--- config.mk ---
export PLATFORM = sky130hd
export DESIGN_NAME = vstride_seq
export DESIGN_NICKNAME = d
export VERILOG_FILES = /design/src/rtl/vstride_pkg.sv /design/src/rtl/vstride_index.sv /design/src/rtl/vstride_agen.sv /design/src/rtl/vstride_lat_track.sv /design/src/rtl/vstride_seq.sv
export SDC_FILE = /design/constraint.sdc
export NUM_CORES = 1
export LEC_CHECK = 0
export ABC_AREA = 1
export BUFFER_PORTS_ARGS = -buffer_cell sky130_fd_sc_hd__clkbuf_2
export CAP_MARGIN = 5
export CORE_MARGIN = 5
export CORE_UTILIZATION = 35
export CTS_CLUSTER_DIAMETER = 200
export DETAILED_ROUTE_END_ITERATION = 10
export GPL_ROUTABILITY_DRIVEN = 1
export GPL_TIMING_DRIVEN = 0
export PLACE_DENSITY_LB_ADDON = 0.15
export REMOVE_ABC_BUFFERS = 1
export SYNTH_ARGS = -nofsm -noshare
export SYNTH_HDL_FRONTEND = slang
export SYNTH_HIERARCHICAL = 1
export SYNTH_SLANG_ARGS = --single-unit
export TNS_END_PERCENT = 30
--- constraint.sdc ---
create_clock -name clk -period 1.9 [get_ports clk]
set_input_delay 0.38 -clock clk [delete_from_list [all_inputs] [get_ports clk]]
set_output_delay 0.38 -clock clk [all_outputs]
set_load 0.02 [all_outputs]
--- src/rtl/vstride_pkg.sv ---
package vstride_pkg;
   typedef enum logic [1:0] {
      ST_IDLE  = 2'd0,
      ST_ISSUE = 2'd1,
      ST_DRAIN = 2'd2
   } seq_state_e;
endpackage

--- src/rtl/vstride_index.sv ---
// Element index with clear and step controls, plus remaining-count zero detect.
module vstride_index #(
   parameter int CNT_W = 7
) (
   input  logic             clk,
   input  logic             rst_n,
   input  logic             idx_clear,
   input  logic             idx_step,
   input  logic [CNT_W-1:0] count_in,
   output logic [CNT_W-1:0] idx,
   output logic             last_elem
);
   logic [CNT_W-1:0] idx_q;
   logic [CNT_W-1:0] rem_q;

   always_ff @(posedge clk or negedge rst_n) begin
      if (!rst_n) begin
         idx_q <= '0;
         rem_q <= '0;
      end else if (idx_clear) begin
         idx_q <= '0;
         rem_q <= count_in;
      end else if (idx_step) begin
         idx_q <= idx_q + 1'b1;
         rem_q <= rem_q - 1'b1;
      end
   end

   assign idx       = idx_q;
   // one element left: this step drives the remaining count to zero
   assign last_elem = (rem_q == CNT_W'(1));
endmodule

--- src/rtl/vstride_agen.sv ---
// Running address: base on start, plus latched stride on every step.
module vstride_agen #(
   parameter int ADDR_W = 16
) (
   input  logic              clk,
   input  logic              rst_n,
   input  logic              start,
   input  logic              step,
   input  logic [ADDR_W-1:0] base,
   input  logic [ADDR_W-1:0] stride,
   output logic [ADDR_W-1:0] addr
);
   logic [ADDR_W-1:0] acc_q;
   logic [ADDR_W-1:0] stride_q;

   always_ff @(posedge clk or negedge rst_n) begin
      if (!rst_n) begin
         acc_q    <= '0;
         stride_q <= '0;
      end else if (start) begin
         acc_q    <= base;
         stride_q <= stride;
      end else if (step) begin
         acc_q    <= acc_q + stride_q;
      end
   end

   assign addr = acc_q;
endmodule

--- src/rtl/vstride_lat_track.sv ---
// Fixed-depth delay line carrying element number and last flag of each load.
module vstride_lat_track #(
   parameter int LAT   = 11,
   parameter int IDX_W = 7
) (
   input  logic             clk,
   input  logic             rst_n,
   input  logic             in_valid,
   input  logic             in_last,
   input  logic [IDX_W-1:0] in_idx,
   output logic             out_valid,
   output logic             out_last,
   output logic [IDX_W-1:0] out_idx
);
   logic [LAT-1:0]            v_q;
   logic [LAT-1:0]            l_q;
   logic [LAT-1:0][IDX_W-1:0] i_q;

   if (LAT == 1) begin : g_single
      always_ff @(posedge clk or negedge rst_n) begin
         if (!rst_n) begin
            v_q <= '0;
            l_q <= '0;
            i_q <= '0;
         end else begin
            v_q <= in_valid;
            l_q <= in_last;
            i_q <= in_idx;
         end
      end
   end else begin : g_chain
      always_ff @(posedge clk or negedge rst_n) begin
         if (!rst_n) begin
            v_q <= '0;
            l_q <= '0;
            i_q <= '0;
         end else begin
            v_q <= {v_q[LAT-2:0], in_valid};
            l_q <= {l_q[LAT-2:0], in_last};
            i_q <= {i_q[LAT-2:0], in_idx};
         end
      end
   end

   assign out_valid = v_q[LAT-1];
   assign out_last  = l_q[LAT-1];
   assign out_idx   = i_q[LAT-1];
endmodule

--- src/rtl/vstride_seq.sv ---
module vstride_seq
   import vstride_pkg::*;
#(
   parameter int ADDR_W    = 16,
   parameter int DATA_W    = 16,
   parameter int MAX_VL    = 64,
   parameter int LAT       = 11,
   parameter int BANK_BITS = 6,
   localparam int IDX_W    = $clog2(MAX_VL + 1)
) (
   input  logic              clk,
   input  logic              rst_n,
   input  logic              cfg_vl_we,
   input  logic [IDX_W-1:0]  cfg_vl_val,
   input  logic              cfg_stride_we,
   input  logic [ADDR_W-1:0] cfg_stride_val,
   input  logic              cmd_valid,
   output logic              cmd_ready,
   input  logic              cmd_store,
   input  logic [ADDR_W-1:0] cmd_base,
   output logic              mem_req_valid,
   output logic              mem_req_we,
   output logic [ADDR_W-1:0] mem_req_addr,
   output logic [BANK_BITS-1:0] mem_req_bank,
   output logic [IDX_W-1:0]  mem_req_idx,
   output logic [DATA_W-1:0] mem_req_wdata,
   input  logic [DATA_W-1:0] st_rd_data,
   input  logic [DATA_W-1:0] mem_rsp_data,
   output logic              wb_valid,
   output logic [IDX_W-1:0]  wb_idx,
   output logic [DATA_W-1:0] wb_data,
   output logic              done
);
   localparam int BANKS = 1 << BANK_BITS;
   localparam logic [IDX_W-1:0] VL_MAX = IDX_W'(MAX_VL);

   if (MAX_VL < 1) begin : g_bad_vl
      $error("vstride_seq: MAX_VL must be at least 1");
   end
   if (LAT < 1) begin : g_bad_lat
      $error("vstride_seq: LAT must be at least 1");
   end
   if (BANK_BITS < 1 || BANK_BITS > ADDR_W) begin : g_bad_bank_w
      $error("vstride_seq: BANK_BITS must lie in 1..ADDR_W");
   end
   if (BANKS < LAT) begin : g_bad_banks
      $error("vstride_seq: bank count must cover the memory latency");
   end

   seq_state_e        state_q;
   logic              store_q;
   logic              done_q;
   logic [IDX_W-1:0]  vl_q;
   logic [ADDR_W-1:0] stride_q;
   logic              accept;
   logic              issuing;
   logic              last_elem;
   logic [IDX_W-1:0]  cur_idx;
   logic [ADDR_W-1:0] cur_addr;
   logic              trk_valid;
   logic              trk_last;
   logic [IDX_W-1:0]  trk_idx;

   // configuration registers written by scalar instructions
   always_ff @(posedge clk or negedge rst_n) begin
      if (!rst_n) begin
         vl_q     <= VL_MAX;
         stride_q <= ADDR_W'(1);
      end else begin
         if (cfg_vl_we)
            vl_q <= (cfg_vl_val > VL_MAX) ? VL_MAX : cfg_vl_val;
         if (cfg_stride_we)
            stride_q <= cfg_stride_val;
      end
   end

   assign cmd_ready = (state_q == ST_IDLE);
   assign accept    = cmd_valid && cmd_ready;
   assign issuing   = (state_q == ST_ISSUE);

   vstride_index #(.CNT_W(IDX_W)) u_index (
      .clk       (clk),
      .rst_n     (rst_n),
      .idx_clear (accept),
      .idx_step  (issuing),
      .count_in  (vl_q),
      .idx       (cur_idx),
      .last_elem (last_elem)
   );

   vstride_agen #(.ADDR_W(ADDR_W)) u_agen (
      .clk    (clk),
      .rst_n  (rst_n),
      .start  (accept),
      .step   (issuing),
      .base   (cmd_base),
      .stride (stride_q),
      .addr   (cur_addr)
   );

   vstride_lat_track #(.LAT(LAT), .IDX_W(IDX_W)) u_track (
      .clk       (clk),
      .rst_n     (rst_n),
      .in_valid  (issuing && !store_q),
      .in_last   (last_elem),
      .in_idx    (cur_idx),
      .out_valid (trk_valid),
      .out_last  (trk_last),
      .out_idx   (trk_idx)
   );

   always_ff @(posedge clk or negedge rst_n) begin
      if (!rst_n) begin
         state_q <= ST_IDLE;
         store_q <= 1'b0;
         done_q  <= 1'b0;
      end else begin
         done_q <= 1'b0;
         unique case (state_q)
            ST_IDLE: begin
               if (accept) begin
                  store_q <= cmd_store;
                  if (vl_q == '0) done_q  <= 1'b1;
                  else            state_q <= ST_ISSUE;
               end
            end
            ST_ISSUE: begin
               if (last_elem) begin
                  if (store_q) begin
                     done_q  <= 1'b1;
                     state_q <= ST_IDLE;
                  end else begin
                     state_q <= ST_DRAIN;
                  end
               end
            end
            ST_DRAIN: begin
               if (trk_valid && trk_last) begin
                  done_q  <= 1'b1;
                  state_q <= ST_IDLE;
               end
            end
            default: state_q <= ST_IDLE;
         endcase
      end
   end

   assign mem_req_valid = issuing;
   assign mem_req_we    = issuing && store_q;
   assign mem_req_addr  = cur_addr;
   assign mem_req_bank  = cur_addr[BANK_BITS-1:0];
   assign mem_req_idx   = cur_idx;
   assign mem_req_wdata = store_q ? st_rd_data : '0;
   assign wb_valid      = trk_valid;
   assign wb_idx        = trk_idx;
   assign wb_data       = mem_rsp_data;
   assign done          = done_q;
endmodule

==> impl_metrics.py, run 1 <==
metrics = {
    "outcome": {
        "status": "finished clean",
    },
    "sta": {
        "finalClockSkew_ps": 10.2,
        "final.setup.worst_slack_ps": 145,
        "final_cycle_utilization_of_the_critical_path_pct": 92.4,
        "worstMarginPinSlew_ps": 639,
        "final.min_clock_period_ps": 1750,
        "fin_worst_hold_slack_ps": 168,
        "final-max-slew-violation-count": 0,
        "timing.max_slew.rel_slack_pct": 57.4,
        "max_freq_ghz": 0.570,
        "hold_violations": 0,
        "report.final.setup_viol": 0,
        "unrepaired_setup_endpoints_after_global_routing": "false",
    },
    "grt": {
        "grt.total_usage_pct": 12.5,
        "wire_length_of_the_first_global_routing_pass_mm": 23.8,
        "first_global_vias": 4979,
        "residual_overflow_from_global_routing": 0,
        "antenna_violations_before_repair": 0,
        "grt_start_max_net_pins": 114,
    },
    "critical_path": {
        "cp.required_ps": 2200,
        "critical_path.endpoint_type": "flop",
        "crit-reg2reg-launch": "u_agen/addr[0]",
        "reg2reg_to": "u_agen/addr[12]",
        "ff2ff_setup_slack_ps": 150,
        "worstSetupStartpointType": "flop",
        "reg2reg_depth": 9,
        "crit_fanout": 4,
        "arrival_ps": 2060,
        "path_class": "flop to flop",
    },
    "detailed_routing": {
        "route.detailed.drc": 0,
        "vias": 4676,
        "via_per_inst": 4.48,
        "drt_iter0_markers": 169,
        "avgRoutedWirePerCell_um": 13.7,
        "routed_wirelength_mm": 14.3,
        "ant_nets": 0,
        "drt-pass1-iter-count": 4,
    },
    "clock_tree": {
        "tritoncts": "built",
        "clock_tree.htree_level_count": 4,
        "cts_root_buffer": "sky130_fd_sc_hd__clkbuf_16",
        "clk_latency_ps": 420,
        "cts-buffers-inserted": 17,
        "tritoncts_num_sinks": 172,
        "clkSlewWorstSetupHoldPaths_ps": 70,
        "max-clock-path-buffers": 2,
    },
    "place": {
        "post_dp_cell_area_mm2": 0.00774,
        "pre_cts_setup_slack_ps": -610,
        "place.detailed.hpwl_mm": 9.74,
        "gp_congestion": 0.826,
        "port_buffers": 117,
        "placed_cell_count": 1007,
    },
    "logic_synthesis": {
        "synthDominantAreaCellType": "sky130_fd_sc_hd__dfrtp_1",
        "postSynthRegisterBits": 172,
        "avgSynthCellArea_um2": 10.7,
        "synth_top_cells_by_area": "sky130_fd_sc_hd__dfrtp_1, sky130_fd_sc_hd__nand2_1, sky130_fd_sc_hd__inv_1",
        "synth_edf_count": 0,
        "yosys.cell_count.top_type": "sky130_fd_sc_hd__dfrtp_1",
        "number_of_warnings_issued_by_yosys": 6,
        "yosysUniqueCellTypes": 39,
        "synth.top_cell.area_share_pct": 60.1,
        "netlist_area_mm2": 0.00708,
        "sequential_element_share_of_the_synthesized_area_pct": 60.8,
        "asyncSetResetFlopFracSynth_pct": 100,
        "synth_flop_cell": "sky130_fd_sc_hd__dfrtp_1",
        "ranking_of_synthesized_cells_by_instance_count": "sky130_fd_sc_hd__dfrtp_1, sky130_fd_sc_hd__nand2_1, sky130_fd_sc_hd__inv_1",
        "netlist_instances": 659,
    },
    "worst_hold_path": {
        "hold_depth": 3,
        "hold_class": "input pin to flop",
        "hold_path_end": "store_q",
        "holdCritStartpoint": "cmd_store",
    },
    "final_layout": {
        "drive_above_1_share_pct": 29.8,
        "fin_area_mm2": 0.00846,
        "area.growth.synth_to_final_pct": 19.5,
        "final-instance-count-excl-fill": 1044,
        "design.final.nets": 857,
        "insertedDiodeCount": 0,
    },
    "floorplanning": {
        "floorplan.die.height_um": 152,
        "effective_utilization_at_floorplan_pct": 35.2,
        "floorplan.die_area_mm2": 0.0232,
        "io_pins": 150,
        "placementRows": 52,
        "coreArea_mm2": 0.0201,
        "die_w_um": 152,
    },
    "pwr": {
        "static-leakage-power_nw": 4.54,
        "vdd_ir_drop_max_uv": 676,
        "power_density_mw_per_mm2": 1720,
        "totalPowerFinal_w": 0.0145,
    },
    "flow_run": {
        "max_cap_viol_count": 0,
    },
}
power breakdown:
part | internal [W] | leakage [nW] | switching [W] | total (W)
Sequential | 0.00470 | 2.22 | 0.000636 | 0.00534
Combinational | 0.00211 | 2.03 | 0.00360 | 0.00571
Clock | 0.00188 | 0.295 | 0.00160 | 0.00348
Total | 0.00869 | 4.54 | 0.00583 | 0.0145
layout by cell type, fill, tap and decap left out, types with 3 or more instances in the layout:
| cell | instances |
|---|---|
| sky130_fd_sc_hd__dfrtp_1 | 169 |
| sky130_fd_sc_hd__nand2_1 | 148 |
| sky130_fd_sc_hd__clkbuf_2 | 115 |
| sky130_fd_sc_hd__inv_1 | 79 |
| sky130_fd_sc_hd__nand3_1 | 32 |
| sky130_fd_sc_hd__nor2_1 | 31 |
| sky130_fd_sc_hd__mux2_2 | 22 |
| sky130_fd_sc_hd__clkbuf_16 | 17 |
| sky130_fd_sc_hd__ha_1 | 17 |
| sky130_fd_sc_hd__a22oi_1 | 14 |
| sky130_fd_sc_hd__a21oi_1 | 13 |
| sky130_fd_sc_hd__mux2_4 | 10 |
| sky130_fd_sc_hd__nand2_2 | 9 |
| sky130_fd_sc_hd__nor2_4 | 8 |
| sky130_fd_sc_hd__inv_2 | 8 |
| sky130_fd_sc_hd__nand4_1 | 7 |
| sky130_fd_sc_hd__inv_6 | 7 |
| sky130_fd_sc_hd__o21ai_1 | 7 |
| sky130_fd_sc_hd__o21ai_0 | 4 |
| sky130_fd_sc_hd__xnor2_1 | 4 |
| sky130_fd_sc_hd__nand2_4 | 3 |
| sky130_fd_sc_hd__o211ai_1 | 3 |
| sky130_fd_sc_hd__inv_8 | 3 |
| sky130_fd_sc_hd__nand3_2 | 3 |
| sky130_fd_sc_hd__nor3_2 | 3 |
| sky130_fd_sc_hd__nor3_1 | 3 |
metrics by stage:
step                      utilization (%)  TNS, ps
after floorplan                         -     -673
after global placement               38.3  -432670
after detailed placement             38.5   -12070
after CTS                            41.7        0
after global routing                 42.1        0
final                                42.1        0
cell type report:
cell class / instances / area, um2
well taps: 270 / 338
multi-input cells: 358 / 2180
flip-flops and latches: 172 / 4310
clock inverters: 15 / 171
repair inverters: 1 / 8.76
clock buffers: 17 / 425
fillers: 1929 / 11600
repair buffers: 122 / 682
inverters: 89 / 354
how the worst max path moves through the flow:
stage,depth (start not counted),slack (ps),endpoint,from
global route,3,10,mem_req_we,store_q
global placement,1,-2480,u_agen/stride_q[15],rst_n
detailed placement,11,-610,u_index/idx[4],state_q[0]
CTS,11,2,u_index/idx[4],state_q[0]
finish,9,150,u_agen/addr[12],u_agen/addr[0]
floorplan,11,-230,u_index/idx[4],state_q[0]
metal layers:
| layer | part of all wire [%] | track usage, % |
|---|---|---|
| met3 | 6.4 | 4.71 |
| met2 | 48 | 19.6 |
| met5 | 0 | 0 |
| met1 | 45 | 16.0 |
| met4 | 1.3 | 4.24 |
cells by family (layout without fill, tap and decap cells):
family / count (synthesis) / in the layout / synth area share [%]
buffers and inverters: 129 / 244 / 9.01
multiplexers: 32 / 32 / 5.62
AND/OR/NAND/NOR: 254 / 254 / 16.2
AO/OA/AOI/OAI: 47 / 47 / 4.17
flip-flops: 172 / 172 / 60.8
XOR/XNOR: 6 / 6 / 0.742
adder cells (fa/ha/maj): 19 / 19 / 3.46
state kept, by name, indices dropped and copies added, names as in the netlist, 11 cells and up:
signal           cells
stride_q            16
u_agen/addr         16
u_agen/stride_q     16
u_track/i_q         70
u_track/l_q         11
u_track/v_q         11
worst max-delay path, cell delays in order, from the launching register on:
cell and delay [ps]:
sky130_fd_sc_hd__dfrtp_1 410, sky130_fd_sc_hd__ha_2 210, sky130_fd_sc_hd__fa_2 340, sky130_fd_sc_hd__nand2_1 90
sky130_fd_sc_hd__nand2_1 70, sky130_fd_sc_hd__and2_4 160, sky130_fd_sc_hd__nand3_1 90, sky130_fd_sc_hd__nand4_1 100
sky130_fd_sc_hd__nand3_2 110, sky130_fd_sc_hd__nand2_2 50
timing repair:
item	CTS	global route
endpoints found under the hold margin	59	0
gates resized for setup	8	13
cloned	0	1
pin swaps	0	4
setup buffers	0	3
hold buffers	1	0
setup endpoints to repair	48	7
Power figures use the tool's default switching activity.
==> run 2: changes to the inputs <==
--- a/config.mk
+++ b/config.mk
@@ -10,6 +10,7 @@
 export CAP_MARGIN = 5
 export CORE_MARGIN = 5
 export CORE_UTILIZATION = 35
+export CTS_BUF_LIST = sky130_fd_sc_hd__clkbuf_4 sky130_fd_sc_hd__clkbuf_8
 export CTS_CLUSTER_DIAMETER = 200
 export DETAILED_ROUTE_END_ITERATION = 10
 export GPL_ROUTABILITY_DRIVEN = 1
==> impl_metrics.py, run 2 (same netlist as run 1, synthesis figures left out) <==
metrics = {
    "detailed_routing": {
        "drt-pass1-iter-count": 5,
        "avgRoutedWirePerCell_um": 13.5,
        "route.detailed.drc": 0,
        "routed_wirelength_mm": 14.1,
        "vias": 4667,
        "via_per_inst": 4.48,
        "ant_nets": 0,
        "drt_iter0_markers": 155,
    },
    "grt": {
        "first_global_vias": 4925,
        "wire_length_of_the_first_global_routing_pass_mm": 23.6,
        "grt.total_usage_pct": 12.4,
        "residual_overflow_from_global_routing": 0,
        "grt_start_max_net_pins": 114,
        "antenna_violations_before_repair": 0,
    },
    "flow_run": {
        "max_cap_viol_count": 0,
    },
    "final_layout": {
        "max_flop_register": "u_track/i_q",
        "layout_filler_cell_count": 1956,
        "drive_above_1_share_pct": 29.5,
        "design.final.nets": 855,
        "mostFrequentLayoutCell": "sky130_fd_sc_hd__dfrtp_1",
        "most-common-layout-cells": "sky130_fd_sc_hd__dfrtp_1, sky130_fd_sc_hd__nand2_1, sky130_fd_sc_hd__clkbuf_2, sky130_fd_sc_hd__inv_1, sky130_fd_sc_hd__nand3_1",
        "area.growth.synth_to_final_pct": 16.2,
        "final-instance-count-excl-fill": 1042,
        "largest_register_ffs": 70,
        "insertedDiodeCount": 0,
    },
    "clock_tree": {
        "cts_root_buffer": "sky130_fd_sc_hd__clkbuf_8",
        "cts-buffers-inserted": 17,
        "tritoncts": "built",
        "clk_latency_ps": 450,
        "clkSlewWorstSetupHoldPaths_ps": 100,
        "max-clock-path-buffers": 2,
        "clock_tree.htree_level_count": 4,
        "tritoncts_num_sinks": 172,
    },
    "pwr": {
        "p_seq_share_pct": 39.4,
        "totalPowerFinal_w": 0.0135,
        "power.switching_fraction_pct": 42.0,
        "static-leakage-power_nw": 4.44,
        "switching_power_w": 0.00568,
        "intPower_w": 0.00783,
        "power_frac_comb_pct": 41.4,
        "vdd_ir_drop_max_uv": 532,
        "power.clock.fraction_pct": 19.1,
        "power_density_mw_per_mm2": 1640,
    },
    "floorplanning": {
        "floorplan.die_area_mm2": 0.0232,
        "placementRows": 52,
        "die_w_um": 152,
        "coreArea_mm2": 0.0201,
        "effective_utilization_at_floorplan_pct": 35.2,
        "io_pins": 150,
        "floorplan.die.height_um": 152,
    },
    "sta": {
        "final_cycle_utilization_of_the_critical_path_pct": 95.0,
        "hold_violations": 0,
        "report.final.setup_viol": 0,
        "finalClockSkew_ps": 11.0,
        "worstMarginPinSlew_ps": 636,
        "fin_worst_hold_slack_ps": 140,
        "unrepaired_setup_endpoints_after_global_routing": "true",
        "final-max-slew-violation-count": 0,
        "timing.max_slew.rel_slack_pct": 57.6,
        "max_freq_ghz": 0.554,
        "final.setup.worst_slack_ps": 94.9,
        "final.min_clock_period_ps": 1810,
    },
    "place": {
        "gp_congestion": 0.826,
        "port_buffers": 117,
        "place.detailed.hpwl_mm": 9.74,
        "placed_cell_count": 1007,
        "pre_cts_setup_slack_ps": -610,
    },
    "worst_hold_path": {
        "hold_class": "input pin to flop",
    },
    "critical_path": {
        "worstSetupStartpointType": "flop",
        "cp_slowest_cell": "sky130_fd_sc_hd__dfrtp_1",
        "cp.required_ps": 2240,
        "critical_path.endpoint_type": "flop",
        "crit_path_max_incr_delay_ps": 420,
        "arrival_ps": 2140,
        "crit_fanout": 4,
        "path_class": "flop to flop",
        "crit_path_cell_trace": "ha_2 > fa_1 > nand2_1 > nand2_1 > nand3_1 > nand2_2 > nand2_2 > nand3_1 > nand3_1 > nand2_1",
    },
    "outcome": {
        "status": "finished clean",
    },
}
==> run 2: cell types whose count changed in the layout (fill, tap and decap cells not counted), sizes merged <==
cell / before / now
buf: 5 / 3
==> run 2: stage by stage <==
stage	utilization (%)	TNS [ps]	instance area, um2
after floorplan	-	-673	6780
after CTS	40.6	-109	8170
after detailed placement	38.5	-12070	7740
after global routing	40.9	-40.5	8230
after global placement	38.3	-432670	7700
final	40.9	0	8230
==> run 2: worst max-delay path, delay by kind of cell, from the launching register on <==
kind | cells | cell delay, ps
adder cells (fa/ha/maj) | 2 | 580
AND/OR/NAND/NOR | 8 | 680
flip-flops | 1 | 420
==> run 2: metal layers <==
| metal | vias to the layer above | wire length (um) | track usage [%] | part of all wire, % |
|---|---|---|---|---|
| met5 | - | 0 | 0 | 0 |
| met3 | 19 | 854 | 4.26 | 6.1 |
| met4 | 0 | 246 | 4.79 | 1.7 |
| li1 | 2264 | - | - | - |
| met1 | 2233 | 6360 | 16.0 | 45 |
| met2 | 151 | 6650 | 19.3 | 47 |
==> run 2: final timing paths <==
path	startpoint	slack (ps)	cells past startpoint	endpoint
hold / removal	cmd_store	140	3	store_q
hold reg to reg	u_track/i_q[38]	350	0	u_track/i_q[45]
setup reg to reg	u_agen/addr[0]	90	10	u_agen/addr[14]
min in group asynchronous	rst_n	460	2	u_track/out_idx[4]
setup / recovery	u_agen/addr[0]	90	10	u_agen/addr[14]
max in group asynchronous	rst_n	510	3	store_q
==> run 2: timing repair <==
action | in CTS | in global routing
setup endpoints to repair | 53 | 15
endpoints found under the hold margin | 59 | 0
resized for setup | 7 | 14
gates cloned | 0 | 1
setup buffers | 0 | 1
hold buffers | 1 | 0
==> run 2: cell type report <==
cell class / instances / area, um2 / area share [%]
repair inverters: 1 / 8.76 / 0.106
clock inverters: 15 / 171 / 2.08
inverters: 89 / 354 / 4.30
clock buffers: 17 / 234 / 2.84
well taps: 270 / 338 / 4.11
flip-flops and latches: 172 / 4310 / 52.3
repair buffers: 120 / 642 / 7.80
multi-input cells: 358 / 2170 / 26.4
==> run 2: power groups by stage <==
stage | clock (W) | sequential (W) | combinational, W
6_report | 0.00258 | 0.00533 | 0.00560
2_1_floorplan | 0 | 0.00561 | 0.00362
5_1_grt | 0.00288 | 0.00547 | 0.00628
4_1_cts | 0.00271 | 0.00535 | 0.00550
3_5_place_dp | 0 | 0.00542 | 0.00545
3_3_place_gp | 0 | 0.00537 | 0.00537
==> run 3: changes to the inputs <==
--- a/config.mk
+++ b/config.mk
@@ -5,12 +5,12 @@
 export SDC_FILE = /design/constraint.sdc
 export NUM_CORES = 1
 export LEC_CHECK = 0
-export ABC_AREA = 1
+export ABC_AREA = 0
 export BUFFER_PORTS_ARGS = -buffer_cell sky130_fd_sc_hd__clkbuf_2
 export CAP_MARGIN = 5
 export CORE_MARGIN = 5
 export CORE_UTILIZATION = 35
-export CTS_BUF_LIST = sky130_fd_sc_hd__clkbuf_4 sky130_fd_sc_hd__clkbuf_8
+export CTS_BUF_LIST = sky130_fd_sc_hd__clkbuf_8
 export CTS_CLUSTER_DIAMETER = 200
 export DETAILED_ROUTE_END_ITERATION = 10
 export GPL_ROUTABILITY_DRIVEN = 1
==> impl_metrics.py, run 3 <==
metrics = {
    "place": {
        "post_dp_cell_area_mm2": 0.00733,
        "port_buffers": 117,
        "gp_congestion": 0.796,
        "placed_cell_count": 812,
        "place.detailed.hpwl_mm": 9.27,
        "pre_cts_setup_slack_ps": -583,
    },
    "logic_synthesis": {
        "number_of_warnings_issued_by_yosys": 6,
        "combinational_family_with_the_most_area_after_synthesis": "simple AND/OR/NAND/NOR gates",
        "post_synth_xor_area_fraction_pct": 2.24,
        "synth.top_cell.area_share_pct": 64.0,
        "yosysUniqueCellTypes": 51,
        "netlist_instances": 503,
        "avgSynthCellArea_um2": 13.2,
        "yosys.cell_count.top_type": "sky130_fd_sc_hd__dfrtp_1",
        "sequential_element_share_of_the_synthesized_area_pct": 64.8,
        "ranking_of_synthesized_cells_by_instance_count": "sky130_fd_sc_hd__dfrtp_1, sky130_fd_sc_hd__o21ai_0, sky130_fd_sc_hd__mux2_2",
        "asyncSetResetFlopFracSynth_pct": 100,
        "post_synthesis_adder_cell_area_fraction_pct": 3.69,
        "synth_flop_cell": "sky130_fd_sc_hd__dfrtp_1",
        "synth_mux_area_share_pct": 7.28,
        "synth_simple_gate_area_share_pct": 8.73,
        "synthDominantAreaCellType": "sky130_fd_sc_hd__dfrtp_1",
        "synth_top_cells_by_area": "sky130_fd_sc_hd__dfrtp_1, sky130_fd_sc_hd__mux2_2, sky130_fd_sc_hd__buf_4",
        "postSynthRegisterBits": 172,
        "synth_edf_count": 0,
        "netlist_area_mm2": 0.00665,
        "complex_gate_fraction_of_the_synthesized_area_pct": 8.07,
    },
    "grt": {
        "grt_start_max_net_pins": 94,
        "residual_overflow_from_global_routing": 0,
        "antenna_violations_before_repair": 1,
        "wire_length_of_the_first_global_routing_pass_mm": 22.7,
        "grt.total_usage_pct": 13.1,
        "first_global_vias": 4379,
    },
    "sta": {
        "final_cycle_utilization_of_the_critical_path_pct": 114,
        "max_freq_ghz": 0.461,
        "tns_ps": -1080,
        "unrepaired_setup_endpoints_after_global_routing": "true",
        "worstMarginPinSlew_ps": 672,
        "finalClockSkew_ps": 16.0,
        "report.final.setup_viol": 8,
        "final.setup.worst_slack_ps": -268,
        "hold_violations": 0,
        "final.min_clock_period_ps": 2170,
        "timing.max_slew.rel_slack_pct": 55.2,
        "final-max-slew-violation-count": 0,
    },
    "critical_path": {
        "critical_path.endpoint_type": "flop",
        "crit_path_max_incr_delay_ps": 430,
        "worstSetupStartpointType": "flop",
        "arrival_ps": 2500,
        "cp_slowest_cell": "sky130_fd_sc_hd__dfrtp_1",
        "path_class": "flop to flop",
        "crit_fanout": 3,
        "cp.required_ps": 2240,
        "crit_path_cell_trace": "ha_4 > a211oi_4 > o21ai_2 > or2_4 > a311o_1 > o21a_1 > or3_1",
    },
    "pwr": {
        "power_frac_comb_pct": 44.4,
        "power_density_mw_per_mm2": 1800,
        "power.clock.fraction_pct": 17.2,
        "static-leakage-power_nw": 3.92,
        "power.switching_fraction_pct": 38.6,
        "p_seq_share_pct": 38.4,
        "switching_power_w": 0.00570,
        "vdd_ir_drop_max_uv": 704,
        "intPower_w": 0.00909,
    },
    "final_layout": {
        "most-common-layout-cells": "sky130_fd_sc_hd__dfrtp_1, sky130_fd_sc_hd__clkbuf_2, sky130_fd_sc_hd__mux2_2, sky130_fd_sc_hd__o21ai_0, sky130_fd_sc_hd__nand2_1",
        "drive_above_1_share_pct": 41.2,
        "final-instance-count-excl-fill": 867,
        "area.growth.synth_to_final_pct": 23.8,
        "max_flop_register": "u_track/i_q",
        "mostFrequentLayoutCell": "sky130_fd_sc_hd__dfrtp_1",
        "fin_area_mm2": 0.00823,
        "insertedDiodeCount": 0,
        "design.final.nets": 716,
        "largest_register_ffs": 70,
    },
    "floorplanning": {
        "effective_utilization_at_floorplan_pct": 35.6,
        "floorplan.die.height_um": 148,
        "placementRows": 50,
        "floorplan.die_area_mm2": 0.0219,
        "die_w_um": 148,
        "io_pins": 150,
        "coreArea_mm2": 0.0187,
    },
    "flow_run": {
        "max_cap_viol_count": 0,
    },
    "clock_tree": {
        "cts_root_buffer": "sky130_fd_sc_hd__clkbuf_8",
        "clock_tree.htree_level_count": 4,
        "max-clock-path-buffers": 2,
        "tritoncts": "built",
        "clk_latency_ps": 460,
        "cts-buffers-inserted": 17,
        "clkSlewWorstSetupHoldPaths_ps": 100,
        "tritoncts_num_sinks": 172,
    },
    "detailed_routing": {
        "route.detailed.drc": 0,
        "ant_nets": 0,
        "vias": 4189,
        "avgRoutedWirePerCell_um": 16.3,
        "routed_wirelength_mm": 14.1,
        "drt_iter0_markers": 138,
        "drt-pass1-iter-count": 4,
        "via_per_inst": 4.83,
    },
    "worst_hold_path": {
        "hold_class": "input pin to flop",
    },
    "outcome": {
        "status": "complete, but fails checks",
        "violations": "setup timing",
    },
}
==> run 3: changes by cell type after synthesis, moves of 7 or more <==
cell,before,now
sky130_fd_sc_hd__a22oi_1,14,4
sky130_fd_sc_hd__and2_1,1,19
sky130_fd_sc_hd__clkbuf_1,1,12
sky130_fd_sc_hd__inv_1,80,16
sky130_fd_sc_hd__inv_2,9,0
sky130_fd_sc_hd__mux2_2,22,35
sky130_fd_sc_hd__mux2_4,10,0
sky130_fd_sc_hd__mux2i_1,0,9
sky130_fd_sc_hd__nand2_1,153,27
sky130_fd_sc_hd__nand3_1,33,4
sky130_fd_sc_hd__nor2_1,31,14
sky130_fd_sc_hd__o21ai_0,4,36
sky130_fd_sc_hd__or3_1,0,7
==> run 3: final cells by class <==
cell class / instances / area [um2]
Fill cell: 1733 / 10500
Sequential cell: 172 / 4310
Multi-Input combinational cell: 270 / 2260
Timing Repair Buffer: 142 / 891
Tap cell: 234 / 293
Clock buffer: 17 / 234
Clock inverter: 15 / 173
Inverter: 16 / 67.6
Timing Repair inverter: 1 / 3.75
==> run 3: per-layer routing <==
| metal | part of all wire, % | up-vias | GRT usage [%] |
|---|---|---|---|
| met5 | 0.057 | - | 0 |
| li1 | - | 1946 | - |
| met2 | 46 | 141 | 20.3 |
| met1 | 46 | 2080 | 17.3 |
| met3 | 6.2 | 20 | 4.17 |
| met4 | 1.5 | 2 | 5.22 |
==> run 3: cells by family after synthesis <==
group | Yosys count
muxes | 44
xor gates and xnor gates | 17
buffers and inverters | 61
adders and majority gates | 19
AOI/OAI and AO/OA | 86
and+or+nand+nor | 104
DFF | 172
==> run 3: final timing paths <==
path | from | to | slack [ps] | cells after the start
max | u_agen/addr[4] | u_agen/addr[15] | -270 | 7
min | cmd_base[0] | u_agen/addr[0] | 130 | 3
max reg2reg | u_agen/addr[4] | u_agen/addr[15] | -270 | 7
min reg2reg | u_track/i_q[46] | u_track/i_q[53] | 350 | 0
max in group asynchronous | rst_n | u_agen/addr[2] | 550 | 3
min in group asynchronous | rst_n | u_track/out_idx[5] | 490 | 2
==> run 3: what timing repair did <==
| item | 4_1_cts | 5_1_grt |
|---|---|---|
| hold endpoints to repair | 78 | 0 |
| pin swaps | 17 | 14 |
| resized for setup | 47 | 20 |
| setup endpoints to repair | 28 | 32 |
| hold buffers | 1 | 0 |
| buffers inserted | 18 | 2 |
| gates cloned | 1 | 1 |
==> run 3: power by group through the flow <==
stage          Sequential, W  Clock [W]  Combinational [W]
6_report             0.00568    0.00254            0.00657
4_1_cts              0.00568    0.00267            0.00629
3_3_place_gp         0.00566          0            0.00504
3_5_place_dp         0.00571          0            0.00519
2_1_floorplan        0.00594          0            0.00329
5_1_grt              0.00586    0.00281            0.00720
==> run 3: through the flow <==
step                      hold WS [ps]  utilization, %  power, W
final                              131            44.0    0.0148
after detailed placement           335            39.2    0.0109
after floorplan                   84.4               -   0.00923
after global routing               107            44.0    0.0159
after CTS                         91.0            43.5    0.0146
after global placement             331            38.7    0.0107
==> run 3: worst max-delay path: cells and delay by family, from the launching register on <==
| family | cells | cell delay (ps) |
|---|---|---|
| flops | 1 | 430 |
| fa+ha+maj | 1 | 270 |
| compound gates | 4 | 790 |
| simple gates | 2 | 560 |
